[src/rtl/txw_pkg.sv]
package txw_pkg;
  localparam int FLG_READY = 15;
  localparam int FLG_WRAP  = 13;
  localparam int FLG_LAST  = 11;
  localparam logic [31:0] DESC_STRIDE = 32'd8;

  typedef enum logic [2:0] {
    S_IDLE, S_HDR, S_PTR, S_DATA, S_PUSH, S_FLUSH, S_WB
  } walk_st_e;

  // bytes of a buffer that still fit in the frame
  function automatic logic [15:0] take_len(input logic [15:0] sofar,
                                           input logic [15:0] len,
                                           input logic [15:0] cap);
    logic [15:0] room;
    room = cap - sofar;
    return (len > room) ? room : len;
  endfunction

  function automatic logic [31:0] next_desc(input logic [31:0] cur,
                                            input logic [31:0] base,
                                            input logic wrap);
    return wrap ? base : cur + DESC_STRIDE;
  endfunction

  // big-endian lane pick: lane 0 is the most significant byte
  function automatic logic [7:0] lane_byte(input logic [31:0] word,
                                           input logic [1:0] lane);
    return word[8*(3-int'(lane)) +: 8];
  endfunction
endpackage

[src/rtl/txw_frame_acc.sv]
module txw_frame_acc #(
  parameter int MAX_FRAME = 2032
) (
  input  logic        clk,
  input  logic        rst_n,
  input  logic        start,
  input  logic [15:0] desc_len,
  input  logic        close,
  output logic [15:0] take,
  output logic        trunc,
  output logic [15:0] frame_len
);
  import txw_pkg::*;
  localparam logic [15:0] CAP = 16'(MAX_FRAME);

  logic [15:0] take_now;
  assign take_now = take_len(frame_len, desc_len, CAP);

  always_ff @(posedge clk or negedge rst_n) begin
    if (!rst_n) begin
      take      <= '0;
      trunc     <= 1'b0;
      frame_len <= '0;
    end else begin
      if (start) begin
        take      <= take_now;
        trunc     <= (take_now != desc_len);
        frame_len <= frame_len + take_now;
      end
      if (close) frame_len <= '0;
    end
  end

  assert_frame_cap_R6: assert property (@(posedge clk) disable iff (!rst_n)
    frame_len <= CAP);
  assert_take_bounded_R6: assert property (@(posedge clk) disable iff (!rst_n)
    start |=> take <= $past(desc_len));
endmodule

[src/rtl/txw_ring_ptr.sv]
module txw_ring_ptr #(
  parameter int MAX_DESC = 1024
) (
  input  logic        clk,
  input  logic        rst_n,
  input  logic        base_wr,
  input  logic [31:0] base_in,
  input  logic        idle,
  input  logic        kick_go,
  input  logic        step,
  input  logic        wrap,
  output logic [31:0] cur,
  output logic        last_slot
);
  import txw_pkg::*;
  localparam int CNT_W = $clog2(MAX_DESC + 1);

  logic [31:0]      base;
  logic [CNT_W-1:0] cnt;

  assign last_slot = (cnt == CNT_W'(MAX_DESC - 1));

  always_ff @(posedge clk or negedge rst_n) begin
    if (!rst_n) begin
      base <= '0;
      cur  <= '0;
      cnt  <= '0;
    end else begin
      if (base_wr) base <= {base_in[31:2], 2'b00};
      if (base_wr && idle)  cur <= {base_in[31:2], 2'b00};
      else if (step)        cur <= next_desc(cur, base, wrap);
      if (kick_go)   cnt <= '0;
      else if (step) cnt <= cnt + 1'b1;
    end
  end

  assert_desc_limit_R3: assert property (@(posedge clk) disable iff (!rst_n)
    step |-> cnt < CNT_W'(MAX_DESC));
  assert_base_load_R8: assert property (@(posedge clk) disable iff (!rst_n)
    (base_wr && idle) |=> (cur == base) && (cur[1:0] == 2'b00));
endmodule

[src/rtl/txw_out_hold.sv]
module txw_out_hold (
  input  logic       clk,
  input  logic       rst_n,
  input  logic       in_push,
  input  logic       in_flush,
  input  logic [7:0] new_byte,
  input  logic       tx_ready,
  output logic       push_go,
  output logic       flush_go,
  output logic       tx_valid,
  output logic [7:0] tx_data,
  output logic       tx_sop,
  output logic       tx_eop
);
  logic hold_v, in_frame;

  assign push_go  = in_push  && (!hold_v || tx_ready);
  assign flush_go = in_flush && (!hold_v || tx_ready);
  assign tx_valid = hold_v && (in_push || in_flush);
  assign tx_eop   = in_flush;

  always_ff @(posedge clk or negedge rst_n) begin
    if (!rst_n) begin
      hold_v   <= 1'b0;
      in_frame <= 1'b0;
      tx_data  <= '0;
      tx_sop   <= 1'b0;
    end else if (push_go) begin
      hold_v   <= 1'b1;
      tx_data  <= new_byte;
      tx_sop   <= !in_frame;
      in_frame <= 1'b1;
    end else if (flush_go) begin
      hold_v   <= 1'b0;
      in_frame <= 1'b0;
    end
  end

  assert_stream_hold_R10: assert property (@(posedge clk) disable iff (!rst_n)
    (tx_valid && !tx_ready) |=> tx_valid && $stable(tx_data) && $stable(tx_sop)
                                && $stable(tx_eop));
endmodule

[src/rtl/txw_walker.sv]
module txw_walker #(
  parameter int MAX_DESC  = 1024,
  parameter int MAX_FRAME = 2032
) (
  input  logic        clk,
  input  logic        rst_n,
  input  logic        ctrl_en,
  input  logic        kick,
  input  logic        base_wr,
  input  logic [31:0] base_in,
  output logic        mem_req,
  output logic        mem_we,
  output logic [31:0] mem_addr,
  output logic [31:0] mem_wdata,
  input  logic [31:0] mem_rdata,
  input  logic        mem_ack,
  output logic [7:0]  tx_data,
  output logic        tx_sop,
  output logic        tx_eop,
  output logic        tx_valid,
  input  logic        tx_ready,
  output logic        ev_txb,
  output logic        ev_txf,
  output logic        ev_babt
);
  import txw_pkg::*;

  walk_st_e    st;
  logic [15:0] flags_q, len_q, remain;
  logic [31:0] baddr, word_q, ring_cur;
  logic [15:0] take, frame_len;
  logic        trunc, last_slot, push_go, flush_go;

  // named internal events
  logic busy, mem_done, kick_go, hdr_ok, wb_done, is_last;
  logic [7:0] new_byte;
  walk_st_e after_buf;

  assign busy      = (st != S_IDLE);
  assign mem_done  = mem_req && mem_ack;
  assign kick_go   = (st == S_IDLE) && kick && ctrl_en;
  assign hdr_ok    = (st == S_HDR) && mem_done && mem_rdata[16 + FLG_READY];
  assign wb_done   = (st == S_WB) && mem_done;
  assign is_last   = flags_q[FLG_LAST];
  assign new_byte  = lane_byte(word_q, baddr[1:0]);
  assign after_buf = is_last ? S_FLUSH : S_WB;

  txw_ring_ptr #(.MAX_DESC(MAX_DESC)) u_ptr (
    .clk(clk), .rst_n(rst_n), .base_wr(base_wr), .base_in(base_in),
    .idle(!busy), .kick_go(kick_go), .step(wb_done),
    .wrap(flags_q[FLG_WRAP]), .cur(ring_cur), .last_slot(last_slot));

  txw_frame_acc #(.MAX_FRAME(MAX_FRAME)) u_acc (
    .clk(clk), .rst_n(rst_n), .start(hdr_ok), .desc_len(mem_rdata[15:0]),
    .close(flush_go), .take(take), .trunc(trunc), .frame_len(frame_len));

  txw_out_hold u_out (
    .clk(clk), .rst_n(rst_n), .in_push(st == S_PUSH), .in_flush(st == S_FLUSH),
    .new_byte(new_byte), .tx_ready(tx_ready), .push_go(push_go),
    .flush_go(flush_go), .tx_valid(tx_valid), .tx_data(tx_data),
    .tx_sop(tx_sop), .tx_eop(tx_eop));

  always_comb begin
    mem_req   = 1'b0;
    mem_we    = 1'b0;
    mem_addr  = ring_cur;
    mem_wdata = {flags_q & ~(16'd1 << FLG_READY), len_q};
    case (st)
      S_HDR:  mem_req = 1'b1;
      S_PTR:  begin mem_req = 1'b1; mem_addr = ring_cur + 32'd4; end
      S_DATA: begin mem_req = 1'b1; mem_addr = {baddr[31:2], 2'b00}; end
      S_WB:   begin mem_req = 1'b1; mem_we = 1'b1; end
      default: ;
    endcase
  end

  always_ff @(posedge clk or negedge rst_n) begin
    if (!rst_n) begin
      st      <= S_IDLE;
      flags_q <= '0;
      len_q   <= '0;
      remain  <= '0;
      baddr   <= '0;
      word_q  <= '0;
      ev_txb  <= 1'b0;
      ev_txf  <= 1'b0;
      ev_babt <= 1'b0;
    end else begin
      ev_txb  <= wb_done;
      ev_txf  <= wb_done && is_last;
      ev_babt <= wb_done && trunc;
      case (st)
        S_IDLE: if (kick_go) st <= S_HDR;
        S_HDR: if (mem_done) begin
          if (hdr_ok) begin
            flags_q <= mem_rdata[31:16];
            len_q   <= mem_rdata[15:0];
            st      <= S_PTR;
          end else st <= S_IDLE;
        end
        S_PTR: if (mem_done) begin
          baddr  <= mem_rdata;
          remain <= take;
          st     <= (take == 16'd0) ? after_buf : S_DATA;
        end
        S_DATA: if (mem_done) begin
          word_q <= mem_rdata;
          st     <= S_PUSH;
        end
        S_PUSH: if (push_go) begin
          baddr  <= baddr + 32'd1;
          remain <= remain - 16'd1;
          if (remain == 16'd1)          st <= after_buf;
          else if (baddr[1:0] == 2'd3)  st <= S_DATA;
        end
        S_FLUSH: if (flush_go) st <= S_WB;
        S_WB: if (mem_done) st <= last_slot ? S_IDLE : S_HDR;
        default: st <= S_IDLE;
      endcase
    end
  end

  assert_start_gated_R9: assert property (@(posedge clk) disable iff (!rst_n)
    $rose(busy) |-> $past(ctrl_en) && $past(kick));
  assert_req_hold_R11: assert property (@(posedge clk) disable iff (!rst_n)
    (mem_req && !mem_ack) |=> mem_req && $stable(mem_addr) && $stable(mem_we)
                              && $stable(mem_wdata));
  assert_frame_evt_R5: assert property (@(posedge clk) disable iff (!rst_n)
    ev_txf |-> ev_txb);
  assert_babt_evt_R6: assert property (@(posedge clk) disable iff (!rst_n)
    ev_babt |-> ev_txb);
  assert_wb_clears_R4: assert property (@(posedge clk) disable iff (!rst_n)
    (mem_req && mem_we) |-> !mem_wdata[16 + FLG_READY]);
endmodule

[config.mk]
export PLATFORM = sky130hd
export DESIGN_NAME = txw_walker
export DESIGN_NICKNAME = d
export VERILOG_FILES = /design/src/rtl/txw_pkg.sv /design/src/rtl/txw_frame_acc.sv /design/src/rtl/txw_ring_ptr.sv /design/src/rtl/txw_out_hold.sv /design/src/rtl/txw_walker.sv
export SDC_FILE = /design/constraint.sdc
export NUM_CORES = 1
export LEC_CHECK = 0
export ABC_AREA = 1
export ABC_CLOCK_PERIOD_IN_PS = 5200
export BUFFER_PORTS_ARGS = -buffer_cell sky130_fd_sc_hd__buf_2
export CORE_UTILIZATION = 35
export DETAILED_ROUTE_END_ITERATION = 16
export PLACE_DENSITY = 0.57
export RECOVER_POWER = 100
export SYNTH_ARGS = -nofsm -noshare
export SYNTH_HDL_FRONTEND = slang
export SYNTH_SLANG_ARGS = --single-unit
[constraint.sdc]
create_clock -name clk -period 5.2 [get_ports clk]
set_input_delay 1.04 -clock clk [delete_from_list [all_inputs] [get_ports clk]]
set_output_delay 1.04 -clock clk [all_outputs]
set_load 0.005 [all_outputs]
==> metrics <==
Worst Tran Pin Value=3.89 ns; largest fanout on the critical path=24; Placeable Area=40700 um2; Final Routed Wirelength=48200 um; gr usage total=0.231; #FFs+latches synth=231; # setup viols final=0; Post-route DRC=0; hold_sp=u_ptr.base[18]; R2R Setup Slk=0.53 ns; worst hold path type=flip-flop to flip-flop; Reg clk slew, reported paths=0.06 ns; CTS Hold Buffers Added=0; routed len/inst=18.2 um; Synth area leader=dfrtp_1; Placed Cells=2594; crit path launch type=flip-flop; Die ar.=42100 um2; worst setup path class=flip-flop to primary output; final setup TNS=0 ns; Top-Level Pins=151; Post-Synth Adder-Cell Area=0.0361; TritonCTS clock tree=built; Leak=7.87 nW; relative slew slack=-1.60; Hold Path End=u_ptr.base[18]; commonest non-fill, non-tap cell in the layout=nand2_1; sequential area share after synthesis=0.400; Post-Synth Simple-Gate Area=0.253; Site Rows=74; Synthesis Warnings=0; status=finished with violations; largest net degree at the start of global routing=108; highest clock rate=211 MHz; Antenna diodes=0; Detail Placement HPWL=35600 um; clk sinks=231; Synth Area in XOR/XNOR=0.0352; Distinct cells, synth=55; vias in the first global route=13100; max-slew violations=215; R2R depth=31; Final min period=4.73 ns; maxcap violations=4; final core utilization=0.405; instance count of the mapped netlist=1990; GPL Wtd Cong=0.890; initial core utilization=0.354; First-pass DRT Iterations=5; Synth Area in Compound Gates=0.187; final hold violations=0; CTS max path bufs=3; Root Buffer=clkbuf_16; average size of a mapped cell=7.26 um2; pwr/cell area=636 nW/um2; GRT Residual Overflow=0; CTS H-tree lvls=1; mapped cell area=14400 um2; RSZ-0062 raised after global routing=false; Clock Latency Late Sink=0.57 ns; hold path depth=2; initial antenna violation count=0; Routed Antenna Nets=0; Die Width=205 um; area grow syn2layout=14.2%; Layout Cells excl Fill=2646; Nets=2204; final period utilization=0.910; Vias per Instance=5.28; die height=205 um; commonest cells after routing, fill and taps aside=nand2_1 (513), o21ai_0 (255), dfrtp_1 (231), inv_1 (225), nor2_1 (148); Inserted Clock Buffers=28; multiplexer share of the synthesized area=0.000693; vias post-DR=14000; FF-to-FF End=u_acc.frame_len[12]; critical path required time=4.16 ns; largest cells by area after synthesis=dfrtp_1 (40%), nand2_1 (13%), o21ai_0 (8.8%); IO buf count=145; crit end category=primary output; Iter 0 DRT Violations=1143; Post-Route Skew=0.0196 ns; global-route wire length before repair=75800 um; main combinational cell family by area after synthesis=simple AND/OR/NAND/NOR gates; RR Startpoint=u_acc.frame_len[0]; failing checks=capacitance limit, slew limit; worst path arrival time=3.69 ns; fraction of layout cells with a size suffix above 1=0.0837; Peak supply drop=0.322 mV; top cell type's share of synthesized area=0.400
-- layout make-up --
class | instances | area (um2)
fill | 4334 | 24200
multi-input combinational | 1432 | 7350
sequential | 231 | 5780
clock buffer | 44 | 882
inverter | 234 | 878
timing repair buffer | 165 | 816
tap | 532 | 666
clock inverter | 8 | 121
-- layer usage --
layer,global-route usage,routed length (um),vias to the layer above
met3,0.0336,3220,76
met4,0.0807,1620,0
met5,0,0,-
met1,0.341,23000,6608
met2,0.342,20400,445
li1,-,-,6843
-- where the power goes --
| part | internal (mW) | switching [mW] | total, mW |
|---|---|---|---|
| Sequential | 2.52 | 0.759 | 3.28 |
| Combinational | 1.79 | 3.30 | 5.09 |
| Clock | 1.31 | 0.816 | 2.12 |
-- synth_stat cells (all sizes together) --
master,number
o21bai,2
or2,3
clkbuf,79
fa,1
xnor2,7
xor2,51
mux2i,1
o21ai,259
a22oi,1
ha,40
o22ai,18
inv,232
a21o,2
a21oi,98
nand2,515
a21boi,2
and3,2
o41ai,1
nor2,151
and2,4
o221ai,27
a22o,3
nand3,71
o21a,1
a211oi,1
o211ai,40
o311ai,1
nand3b,5
a31oi,3
nor3b,1
a221oi,1
o31ai,2
dfrtp,231
nor3,35
conb,1
a31o,1
clkinv,2
a32oi,1
a221o,1
nand4,61
nor4,7
buf,16
o32ai,9
-- through the flow --
stage	cell area, um2	setup WS, ns	hold WS [ns]	total power [mW]
after floorplan	14400	0.772	0.437	6.65
after global placement	15600	0.432	0.448	8.31
after detailed placement	15600	0.391	0.458	8.39
after CTS	16600	0.355	0.470	10.6
after global routing	16500	0.0228	0.486	11.4
final	16500	0.467	0.469	10.5
-- kinds of logic after synthesis --
logic type                 count (synthesis)
and+or+nand+nor                          855
muxes                                      1
DFF                                      231
buffers and inverters                    329
xor gates and xnor gates                  58
AOI/OAI and AO/OA                        474
adders and majority gates                 41
other                                      1
-- state kept, by name, indices dropped and copies added, names as in the netlist, 3 cells and up --
signal	cells
baddr	32
flags_q	15
len_q	16
remain	16
st	3
u_acc.frame_len	16
u_acc.take	16
u_out.tx_data	8
u_ptr.base	30
u_ptr.cnt	11
u_ptr.cur	30
word_q	32
-- critical path, stage by stage (launching register included) --
cell and delay [ns]:
dfrtp_1 0.41, nor2_1 0.64, inv_1 0.62, nor2_1 0.28, clkbuf_2 0.52, o21ai_0 0.18, o221ai_1 0.31, clkbuf_1 0.16
-- worst max-delay path by stage --
stage | to | depth (start not counted) | from | slack, ns
floorplan | u_acc.frame_len[12] | 31 | u_acc.frame_len[0] | 0.77
global placement | u_acc.frame_len[15] | 25 | u_acc.frame_len[0] | 0.43
detailed placement | u_acc.frame_len[12] | 29 | u_acc.frame_len[0] | 0.39
CTS | u_acc.frame_len[12] | 30 | u_acc.frame_len[0] | 0.35
global route | u_acc.frame_len[15] | 26 | u_acc.frame_len[0] | 0.02
finish | mem_addr[7] | 7 | st[2] | 0.47
-- timing repair --
action                                  CTS  global route
endpoints found under the setup margin    0             6
resized for setup                         0             6
buffers inserted                          0             0
Note: power is estimated with default switching activity, not from simulation.
